--- src/rtl/pkt_fork_merge.sv ---
module pkt_fork_merge #(
  parameter int DW    = 64,
  parameter int CNT_W = 16
) (
  input  logic             clk,
  input  logic             rst_n,
  input  logic [DW-1:0]    np_tx_data,
  input  logic             np_tx_sop,
  input  logic             np_tx_eop,
  input  logic             np_tx_valid,
  output logic             np_tx_ready,
  output logic [DW-1:0]    mac_tx_data,
  output logic             mac_tx_sop,
  output logic             mac_tx_eop,
  output logic             mac_tx_valid,
  input  logic             mac_tx_ready,
  output logic [DW-1:0]    fab_tx_data,
  output logic             fab_tx_sop,
  output logic             fab_tx_eop,
  output logic             fab_tx_valid,
  input  logic             fab_tx_ready,
  output logic             hdr_err,
  output logic [CNT_W-1:0] empty_drops,
  input  logic [DW-1:0]    mac_rx_data,
  input  logic             mac_rx_sop,
  input  logic             mac_rx_eop,
  input  logic             mac_rx_valid,
  output logic             mac_rx_ready,
  input  logic [DW-1:0]    fab_rx_data,
  input  logic             fab_rx_sop,
  input  logic             fab_rx_eop,
  input  logic             fab_rx_valid,
  output logic             fab_rx_ready,
  output logic [DW-1:0]    np_rx_data,
  output logic             np_rx_sop,
  output logic             np_rx_eop,
  output logic             np_rx_valid,
  input  logic             np_rx_ready
);
  localparam logic [DW-1:0] HDR_MAC = '0;
  localparam logic [DW-1:0] HDR_FAB = DW'(64'h0000_0001_0000_0000);

  typedef enum logic [1:0] {T_HDR, T_FWD, T_DROP} tx_st_t;
  typedef enum logic [1:0] {R_IDLE, R_HDR, R_BODY} rx_st_t;

  // transmit fork
  tx_st_t tx_st;
  logic   t_fab, t_first;

  wire t_fwd   = (tx_st == T_FWD);
  wire tx_go   = np_tx_valid & np_tx_ready;
  wire hdr_mac = (np_tx_data == HDR_MAC);
  wire hdr_fab = (np_tx_data == HDR_FAB);

  assign mac_tx_data  = np_tx_data;
  assign fab_tx_data  = np_tx_data;
  assign mac_tx_sop   = t_first;
  assign fab_tx_sop   = t_first;
  assign mac_tx_eop   = np_tx_eop;
  assign fab_tx_eop   = np_tx_eop;
  assign mac_tx_valid = t_fwd & ~t_fab & np_tx_valid;
  assign fab_tx_valid = t_fwd &  t_fab & np_tx_valid;
  assign np_tx_ready  = t_fwd ? (t_fab ? fab_tx_ready : mac_tx_ready) : 1'b1;

  always_ff @(posedge clk) begin
    if (!rst_n) begin
      tx_st       <= T_HDR;
      t_fab       <= 1'b0;
      t_first     <= 1'b0;
      hdr_err     <= 1'b0;
      empty_drops <= '0;
    end else begin
      case (tx_st)
        T_HDR: if (tx_go && np_tx_sop) begin
          if (hdr_mac || hdr_fab) begin
            if (np_tx_eop) empty_drops <= empty_drops + 1'b1;
            else begin
              tx_st   <= T_FWD;
              t_fab   <= hdr_fab;
              t_first <= 1'b1;
            end
          end else begin
            hdr_err <= 1'b1;
            if (!np_tx_eop) tx_st <= T_DROP;
          end
        end
        T_FWD: if (tx_go) begin
          t_first <= 1'b0;
          if (np_tx_eop) tx_st <= T_HDR;
        end
        T_DROP: if (tx_go && np_tx_eop) tx_st <= T_HDR;
        default: tx_st <= T_HDR;
      endcase
    end
  end

  // receive merge
  rx_st_t rx_st;
  logic   r_fab, r_last;

  wire req_m    = mac_rx_valid & mac_rx_sop;
  wire req_f    = fab_rx_valid & fab_rx_sop;
  wire pick_fab = req_f & (~req_m | ~r_last);
  wire r_idle   = (rx_st == R_IDLE);
  wire r_body   = (rx_st == R_BODY);
  wire hdr_port = r_idle ? pick_fab : r_fab;
  wire offer    = (r_idle & (req_m | req_f)) | (rx_st == R_HDR);

  assign np_rx_valid  = offer | (r_body & (r_fab ? fab_rx_valid : mac_rx_valid));
  assign np_rx_data   = r_body ? (r_fab ? fab_rx_data : mac_rx_data)
                               : (hdr_port ? HDR_FAB : HDR_MAC);
  assign np_rx_sop    = ~r_body;
  assign np_rx_eop    = r_body & (r_fab ? fab_rx_eop : mac_rx_eop);
  assign mac_rx_ready = r_body ? (~r_fab & np_rx_ready) : (r_idle & mac_rx_valid & ~mac_rx_sop);
  assign fab_rx_ready = r_body ? ( r_fab & np_rx_ready) : (r_idle & fab_rx_valid & ~fab_rx_sop);

  always_ff @(posedge clk) begin
    if (!rst_n) begin
      rx_st  <= R_IDLE;
      r_fab  <= 1'b0;
      r_last <= 1'b1;
    end else begin
      case (rx_st)
        R_IDLE: if (req_m || req_f) begin
          r_fab <= pick_fab;
          rx_st <= np_rx_ready ? R_BODY : R_HDR;
        end
        R_HDR: if (np_rx_ready) rx_st <= R_BODY;
        R_BODY: if (np_rx_valid && np_rx_ready && np_rx_eop) begin
          r_last <= r_fab;
          rx_st  <= R_IDLE;
        end
        default: rx_st <= R_IDLE;
      endcase
    end
  end
endmodule

--- config.mk ---
export PLATFORM = sky130hd
export DESIGN_NAME = pkt_fork_merge
export DESIGN_NICKNAME = d
export VERILOG_FILES = /design/src/rtl/pkt_fork_merge.sv
export SDC_FILE = /design/constraint.sdc
export NUM_CORES = 1
export LEC_CHECK = 0
export BUFFER_PORTS_ARGS = -buffer_cell sky130_fd_sc_hd__buf_2
export CORE_AREA = 10 10 156 158
export CTS_CLUSTER_DIAMETER = 40
export DETAILED_ROUTE_END_ITERATION = 10
export DIE_AREA = 0 0 166 168
export PLACE_DENSITY = 0.52
export SLEW_MARGIN = 20
export SYNTH_ARGS = -nofsm -noshare
export SYNTH_HDL_FRONTEND = slang
export SYNTH_SLANG_ARGS = --single-unit
--- constraint.sdc ---
create_clock -name clk -period 3.2 [get_ports clk]
set_clock_uncertainty 0.15 [all_clocks]
set_input_delay 0.64 -clock clk [delete_from_list [all_inputs] [get_ports clk]]
set_output_delay 0.64 -clock clk [all_outputs]
set_load 0.005 [all_outputs]
==> results of run 1 <==
## path summary, 6_finish.rpt
kind / startpoint / to / slack [ns] / cells past startpoint
min reg2reg: hdr_err / hdr_err / 0.31 / 2
max: np_tx_data[33] / empty_drops[10] / 0.40 / 7
min: hdr_err / hdr_err / 0.31 / 2
max reg2reg: tx_st[0] / empty_drops[5] / 1.24 / 4
## cells in the final DEF (no fill, tap or decap), drive strengths merged, types with 3 or more instances in the layout
| cell | n |
|---|---|
| buf | 434 |
| nor2 | 74 |
| mux2i | 67 |
| dfxtp | 25 |
| nor4 | 18 |
| nand2 | 17 |
| a21oi | 15 |
| or4 | 14 |
| o31ai | 13 |
| nand3 | 11 |
| nand4 | 8 |
| nand2b | 4 |
| clkbuf | 4 |
| inv | 3 |
| and3 | 3 |
| o311ai | 3 |
| o41ai | 3 |
| o21a | 3 |
## worst max-delay path, delay by kind of cell
family / cells / cell delay (ns)
compound gates: 1 / 0.14
buf+inv: 2 / 0.36
simple gates: 4 / 1.66
## per-stage QoR
step           area, um^2  setup slack [ns]  total power, mW
6_report             4940             0.401             1.12
5_1_grt              4940             0.216             1.20
4_1_cts              4940             0.317             1.14
3_5_place_dp         4860            0.0485            0.856
3_3_place_gp         4860            0.0242            0.853
2_1_floorplan        3410             0.551            0.622
## cell type report
type | instances | area share
inverters | 3 | 0.00228
clock buffers | 4 | 0.0159
multi-input cells | 277 | 0.365
well taps | 280 | 0.0709
repair buffers | 434 | 0.444
flip-flops and latches | 25 | 0.102
## sequential cells by signal (all words and copies together), names as in the netlist
name,cells
empty_drops,16
hdr_err,1
tx_st,2
fab_tx_sop,1
r_fab,1
t_fab,1
rx_st,2
r_last,1
## cell families after synthesis
kind of cell	after synthesis	synth area share
compound gates	50	0.101
buf+inv	160	0.324
flops	25	0.147
fa+ha+maj	1	0.00367
simple gates	159	0.228
mux	67	0.197
## power by group through the flow
stage               Sequential [mW]  Clock [mW]  Combinational (mW)
floorplan                     0.325           0               0.297
CTS                           0.333       0.293               0.518
global route                  0.334       0.306               0.557
detailed placement            0.340           0               0.516
finish                        0.333       0.282               0.505
global placement              0.340           0               0.513
## per-layer routing
| layer | vias up | wire [um] | share of wire |
|---|---|---|---|
| li1 | 2067 | - | - |
| met1 | 1907 | 7420 | 0.38 |
| met3 | 8 | 1670 | 0.085 |
| met5 | - | 0 | 0 |
| met4 | 0 | 160 | 0.0081 |
| met2 | 267 | 10400 | 0.53 |
## cell usage after synthesis (2+ instances only)
master	n
nand2b_1	4
o21ai_0	2
o311ai_0	3
o41ai_1	3
a21oi_1	15
nor2_1	74
nand3_1	11
inv_1	3
a21boi_0	2
buf_4	131
o21a_1	3
and3_1	3
nor3_1	2
buf_1	7
nand4_1	8
nand2_1	17
clkbuf_1	16
mux2i_1	67
or4_1	14
a32oi_1	2
dfxtp_1	25
nor4_1	18
o31ai_1	13
buf_2	2
and2_1	2
==> metrics.txt, run 1 <==
Clk pwr share=0.252; clock sink total=25; number of port buffers=426; setup tns final=0 ns; leakage=2.55 nW; # resized after CTS=0; Crit path largest cell delay=0.55 ns; GRT met3 Usage=0.0410; number of DRC markers in iteration 0=230; CORE AREA=21400 um^2; vias in the first global route=4587; Slowest-stage cell, CP=or4_1; Final Critical Period=2.80 ns; Internal=0.740 mW; CP max FO=34; hold buffer count at CTS=0; clk_lat worst skew=0.26 ns; CTS tree=done; Max-slew headroom=0.601; # diodes=0; sequential cell area=504 um^2; num rows=54; Seq pwr share=0.297; TritonRoute pass-1 iters=4; register bit total from synthesis=25; initial antenna violation count=1; PD cells=227 nW/um^2; TritonCTS Buffers=3; MaxCap Viol Count=0; fin cells=1023; VDD IR-drop max=0.248 mV; DRC=0; Routed Antenna Nets=0; clock buffer depth=2; largest net degree at the start of global routing=40; required time at the endpoint of the critical path=3.23 ns; GRT overflow=0; Synth Net Count=669; status=finished clean; routed vias=4249; DP HPWL=17500 um; Final nets=951; Mapped Area=3410 um^2; share of cells above drive strength 1=0.594; combinational share of power=0.451; Slew Limit Fails=0; hold crit path type=register to register; root buf cell=clkbuf_16; Crit path top cell by count=or4_1; kind of critical path=input pin to register; gr busiest metal=met2; f_max=357 MHz; Post-CTS Setup Bufs=0; WL final=19700 um; Sw Ratio=0.339; Yosys cell types=40; top-area cell type share of the netlist area=0.289; area of the multi-input gates=1810 um^2; Synth area leader=buf_4; Syn Area/Cell=7.37 um^2; top cells by area, synth=buf_4 (29%), mux2i_1 (20%), dfxtp_1 (15%), nor2_1 (8.2%), nor4_1 (3.3%); Worst setup EP type=register; ys async rst share=0; DIE HEIGHT=168 um; Initial Util=0.159; post-synthesis cell count=462; area grow syn2layout=45.1%; Post-synth EDFFs=0; worst-margin pin slew=0.598 ns; CTS H-tree lvls=1; final hold vios=0; placed cells=1019; unrepaired setup endpoints after global routing=no; GRT Total Usage=0.128; routing usage on met1=0.135; M2 GR Usage=0.248; WL per Instance=19.2 um; P_sw=0.380 mW; Setup violations, final=0; Tcrit/Tclk final=0.875; die area=27900 um^2; Synthesis Warnings=0; gpl congestion=0.887; number of fillers in the final layout=2449; Util after Layout=0.231; vias per cell=4.15; CP Cell Sequence=buf_2, nor4_1, nand4_1, or4_1, buf_4, or4_1, a21oi_1; CP startpoint kind=input pin; ys flop type=dfxtp_1; Critical Path AT=2.83 ns; die width=166 um; Worst-path clk slew=0.06 ns; first-pass GRT wire length=28600 um; sequential fraction of the synthesis area=0.147; IO Count=427; Worst Hold Slack=0.307 ns
Note: power is estimated with default switching activity, not from simulation.
==> run 2, diff against run 1 <==
--- a/config.mk
+++ b/config.mk
@@ -6,11 +6,13 @@
 export NUM_CORES = 1
 export LEC_CHECK = 0
 export BUFFER_PORTS_ARGS = -buffer_cell sky130_fd_sc_hd__buf_2
-export CORE_AREA = 10 10 156 158
+export CELL_PAD_IN_SITES_DETAIL_PLACEMENT = 1
+export CELL_PAD_IN_SITES_GLOBAL_PLACEMENT = 1
+export CORE_AREA = 10 10 158 160
 export CTS_CLUSTER_DIAMETER = 40
 export DETAILED_ROUTE_END_ITERATION = 10
-export DIE_AREA = 0 0 166 168
-export PLACE_DENSITY = 0.52
+export DIE_AREA = 0 0 168 170
+export PLACE_DENSITY = 0.73
 export SLEW_MARGIN = 20
 export SYNTH_ARGS = -nofsm -noshare
 export SYNTH_HDL_FRONTEND = slang
==> metrics.txt, run 2 (synthesis results as in run 1) <==
gpl congestion=0.811 (-8.6%); WL final=19400 um (-1.5%); R2R cell count=4 (unchanged); DIE HEIGHT=170 um (+1.2%); CTS H-tree lvls=1 (unchanged); hold depth=2 (unchanged); Max-slew headroom=0.577 (-0.0246); Util after Layout=0.228 (-0.00264); MaxCap Viol Count=0 (unchanged); required time at the endpoint of the critical path=3.24 ns (about the same); CORE AREA=21700 um^2 (+1.3%); VDD IR-drop max=0.174 mV (-30%); WL per Instance=19.0 um (-1.4%); P_sw=0.379 mW (-0.19%); GRT Total Usage=0.122 (-0.00651); CP max FO=34 (unchanged); vias in the first global route=4543 (-0.96%); unrepaired setup endpoints after global routing=no; number of DRC markers in iteration 0=146 (-37%); initial antenna violation count=1 (unchanged); Clk pwr share=0.256 (+0.004); largest register by flop count=empty_drops; Reg2Reg Launch Point=tx_st[0]; clock sink total=25 (unchanged); vias per cell=4.16 (+0.12%); leakage=2.55 nW (-0.11%); number of port buffers=426 (unchanged); final hold vios=0 (unchanged); Worst setup EP type=register; CP Cell Sequence=buf_2, nor4_1, nand4_1, or4_1, buf_4, or4_1, a21oi_1; status=finished clean; area grow syn2layout=45.3%; Worst Hold Slack=0.308 ns (+0.000349 ns); TritonCTS Buffers=3 (unchanged); combinational share of power=0.444 (-0.007); DRC=0 (unchanged); Routed Antenna Nets=0 (unchanged); Critical Path AT=2.88 ns (+0.05 ns); TritonRoute pass-1 iters=4 (unchanged); share of cells above drive strength 1=0.593 (about the same); Final Critical Period=2.84 ns (+0.0376 ns); worst-margin pin slew=0.635 ns (+0.0376 ns); Setup violations, final=0 (unchanged); # diodes=0 (unchanged); setup tns final=0 ns (unchanged); fin cells=1022 (-0.098%); root buf cell=clkbuf_16; f_max=353 MHz (-1.3%); commonest non-fill, non-tap cell in the layout=buf_2; Sw Ratio=0.338 (-0.000847); max FFs per register=16 (unchanged); Crit path largest cell delay=0.57 ns (+0.02 ns); Initial Util=0.157 (-0.00198); setup slack, reg-to-reg=1.19 ns (-0.05 ns); Hold Crit Start=hdr_err; die area=28600 um^2 (+2.4%); IO Count=427 (unchanged); clock buffer depth=2 (unchanged); Internal=0.741 mW (+0.18%); DP HPWL=17200 um (-1.6%); Seq pwr share=0.300 (+0.003); GRT overflow=0 (unchanged); # resized after CTS=0 (unchanged); Post-CTS Setup Bufs=0 (unchanged); clk_lat worst skew=0.26 ns (about the same); num rows=54 (unchanged); hold crit path type=register to register; Slowest-stage cell, CP=or4_1; Crit path top cell by count=or4_1; most frequent cells in the layout=buf_2 (426), nor2_1 (74), mux2i_1 (67), dfxtp_1 (24), nor4_1 (18); placed cells=1018 (-0.098%); Worst-path clk slew=0.06 ns (about the same); Slew Limit Fails=0 (unchanged); routed vias=4250 (+0.024%); kind of critical path=input pin to register; Largest regs=empty_drops x16, rx_st x2, tx_st x2; first-pass GRT wire length=28100 um (-1.8%); Power Total=1.12 mW (about the same); PD cells=226 nW/um^2 (about the same); hold buffer count at CTS=0 (unchanged); CTS tree=done; CP startpoint kind=input pin; largest net degree at the start of global routing=38 (-5.0%); WHS Endpoint=hdr_err; Reg-to-Reg End=empty_drops[5]; Tcrit/Tclk final=0.886 (+0.0117); die width=168 um (+1.2%); Final nets=950 (-0.11%)
==> run 2: cell count changes in the layout (fill, tap and decap cells not counted), sizes merged <==
| cell | delta |
|---|---|
| buf | -1 |
==> run 2: final cells by class <==
class	count	area (um^2)
Sequential cell	25	504
Inverter	3	11.3
Timing Repair Buffer	433	2200
Multi-Input combinational cell	277	1810
Clock buffer	4	78.8
Fill cell	2805	16700
Tap cell	280	350
==> run 2: power by group through the flow <==
stage	clock network, mW	registers (mW)	logic, mW
after CTS	0.297	0.336	0.511
after global routing	0.306	0.338	0.554
after detailed placement	0	0.344	0.508
final	0.286	0.336	0.497
after global placement	0	0.344	0.497
after floorplan	0	0.325	0.297
==> run 2: worst max path at each step <==
stage / startpoint / to / cells after the start
after detailed placement: np_tx_data[39] / empty_drops[5] / 7
after floorplan: np_tx_data[33] / empty_drops[12] / 8
final: np_tx_data[39] / empty_drops[5] / 7
after CTS: np_tx_data[39] / empty_drops[5] / 7
after global placement: np_tx_data[39] / empty_drops[8] / 7
after global routing: np_tx_data[39] / empty_drops[10] / 7
==> run 2: critical path, delay by kind of cell <==
| family | cells | cell delay [ns] |
|---|---|---|
| simple gates | 4 | 1.70 |
| buf+inv | 2 | 0.37 |
| compound gates | 1 | 0.16 |
==> run 2: stage by stage <==
| step | setup slack (ns) | area, um^2 |
|---|---|---|
| after floorplan | 0.551 | 3410 |
| final | 0.363 | 4950 |
| after global placement | 0.128 | 4870 |
| after global routing | 0.264 | 4950 |
| after detailed placement | 0.0967 | 4870 |
| after CTS | 0.359 | 4950 |
==> run 2: metal layers <==
layer  up-vias  routed length [um]  global-route usage
li1       2062                   -                   -
met1      1956                7510               0.140
met2       222                9890               0.218
met3         8                1850              0.0440
met4         2                 111              0.0125
met5         -                   8                   0
==> run 3, diff against run 2 <==
--- a/config.mk
+++ b/config.mk
@@ -13,6 +13,7 @@
 export DETAILED_ROUTE_END_ITERATION = 10
 export DIE_AREA = 0 0 168 170
 export PLACE_DENSITY = 0.73
+export RECOVER_POWER = 100
 export SLEW_MARGIN = 20
 export SYNTH_ARGS = -nofsm -noshare
 export SYNTH_HDL_FRONTEND = slang
==> constraint.sdc (replaced) <==
create_clock -name clk -period 2.69 [get_ports clk]
set_clock_uncertainty 0.15 [all_clocks]
set_input_delay 0.538 -clock clk [delete_from_list [all_inputs] [get_ports clk]]
set_output_delay 0.538 -clock clk [all_outputs]
set_load 0.005 [all_outputs]
==> metrics.txt, run 3 (synthesis results as in run 1) <==
required time at the endpoint of the critical path=2.73 ns (-0.51 ns); CP max FO=30 (-12%); vias per cell=4.15 (-0.14%); TritonRoute pass-1 iters=4 (unchanged); hold crit path type=register to register; largest net degree at the start of global routing=34 (-11%); DRC=0 (unchanged); Slew Limit Fails=0 (unchanged); PD cells=266 nW/um^2 (+18%); first-pass GRT wire length=28900 um (+2.7%); MaxCap Viol Count=0 (unchanged); worst-margin pin slew=0.780 ns (+0.145 ns); die area=28600 um^2 (unchanged); Util after Layout=0.231 (+0.00329); die width=168 um (unchanged); area grow syn2layout=47.4%; max FFs per register=16 (unchanged); clk_lat worst skew=0.26 ns (about the same); clock sink total=25 (unchanged); kind of critical path=input pin to register; share of cells above drive strength 1=0.353 (-0.240); Largest regs=empty_drops x16, rx_st x2, tx_st x2; setup tns final=0 ns (unchanged); CP Cell Sequence=buf_2, nor4_4, buf_4, nand4_1, or4_4, buf_6, or4_1, a21oi_1; Worst setup EP type=register; largest register by flop count=empty_drops; gpl congestion=0.828 (+2.1%); clock buffer depth=2 (unchanged); CP startpoint kind=input pin; number of fillers in the final layout=2887 (+2.9%); Final nets=990 (+4.2%); Post-Place Setup Slack=-0.322 ns (-0.419 ns); commonest non-fill, non-tap cell in the layout=buf_2; GRT overflow=0 (unchanged); number of DRC markers in iteration 0=197 (+35%); CORE AREA=21700 um^2 (unchanged); initial antenna violation count=0 (-1); setup slack, reg-to-reg=0.69 ns (-0.50 ns); status=finished clean; most frequent cells in the layout=buf_2 (223), clkbuf_1 (207), nor2_1 (74), mux2i_1 (67), buf_4 (31); DP HPWL=17800 um (+3.5%); Worst Hold Slack=0.322 ns (+0.0144 ns); root buf cell=clkbuf_16; CTS tree=done; CTS H-tree lvls=1 (unchanged); Critical Path AT=2.63 ns (-0.25 ns); final hold vios=0 (unchanged); vias in the first global route=4755 (+4.7%); leakage=2.06 nW (-19%); Slowest-stage cell, CP=or4_4; hold buffer count at CTS=0 (unchanged); unrepaired setup endpoints after global routing=no; routed vias=4410 (+3.8%); WL per Instance=18.8 um (-0.69%); Final Critical Period=2.59 ns; Crit path largest cell delay=0.57 ns (about the same); Initial Util=0.157 (unchanged); IO Count=427 (unchanged); Routed Antenna Nets=0 (unchanged); Max-slew headroom=0.480 (-0.0963); WL final=20000 um (+3.2%); final worst slack=0.0984 ns (-0.265 ns); Setup violations, final=0 (unchanged); number of port buffers=426 (unchanged); GRT Total Usage=0.125 (+0.00337); num rows=54 (unchanged); TritonCTS Buffers=3 (unchanged); DIE HEIGHT=170 um (unchanged); Tcrit/Tclk final=0.963; Worst-path clk slew=0.06 ns (about the same); # diodes=0 (unchanged); VDD IR-drop max=0.262 mV (+50%); Post-CTS Setup Bufs=0 (unchanged); f_max=386 MHz
[run 3: cell types whose count changed in the layout (fill, tap and decap cells not counted), moves of 2 or more]
cell	before	now
buf_4	6	31
clkbuf_1	1	207
buf_2	426	223
clkbuf_4	0	8
buf_6	0	2
[run 3: final timing paths]
check | start | end | cells past startpoint
worst max register to register | empty_drops[1] | empty_drops[12] | 6
worst min register to register | hdr_err | hdr_err | 2
worst min-delay path | hdr_err | hdr_err | 2
worst max-delay path | np_tx_data[38] | empty_drops[5] | 8
[run 3: report_power, final]
group	total [mW]	switching (mW)	internal, mW	leakage (nW)
combinational	0.611	0.314	0.298	1.82
sequential	0.392	0.0166	0.376	0.203
clock	0.334	0.131	0.203	0.0382
[run 3: layer usage]
metal / track usage / vias up / share of wire
met1: 0.139 / 2037 / 0.39
met3: 0.0405 / 8 / 0.082
li1: - / 2143 / -
met2: 0.235 / 222 / 0.52
met5: 0 / - / 0
met4: 0.00908 / 0 / 0.0089
[run 3: through the flow]
stage / cells / total power [mW] / instance area [um^2]
floorplan: 462 / 0.740 / 3410
global placement: 1058 / 1.05 / 5210
detailed placement: 1058 / 1.06 / 5210
CTS: 1062 / 1.41 / 5300
global route: 1062 / 1.44 / 5020
finish: 1062 / 1.34 / 5020
[run 3: timing repair]
item / CTS / global route
gates resized for setup: 2 / 3
pin swaps: 0 / 0
setup endpoints to repair: 12 / 12
[run 3: final cells by class]
type	count	area [um^2]	share of cell area
multi-input cells	277	1820	0.364
repair buffers	473	2250	0.448
flip-flops and latches	25	504	0.100
inverters	3	11.3	0.00224
clock buffers	4	78.8	0.0157
well taps	280	350	0.0698
[run 3: critical path, delay by kind of cell]
kind / cells / cell delay [ns]
buffers and inverters: 3 / 0.48
AOI/OAI and AO/OA: 1 / 0.16
and+or+nand+nor: 4 / 1.45
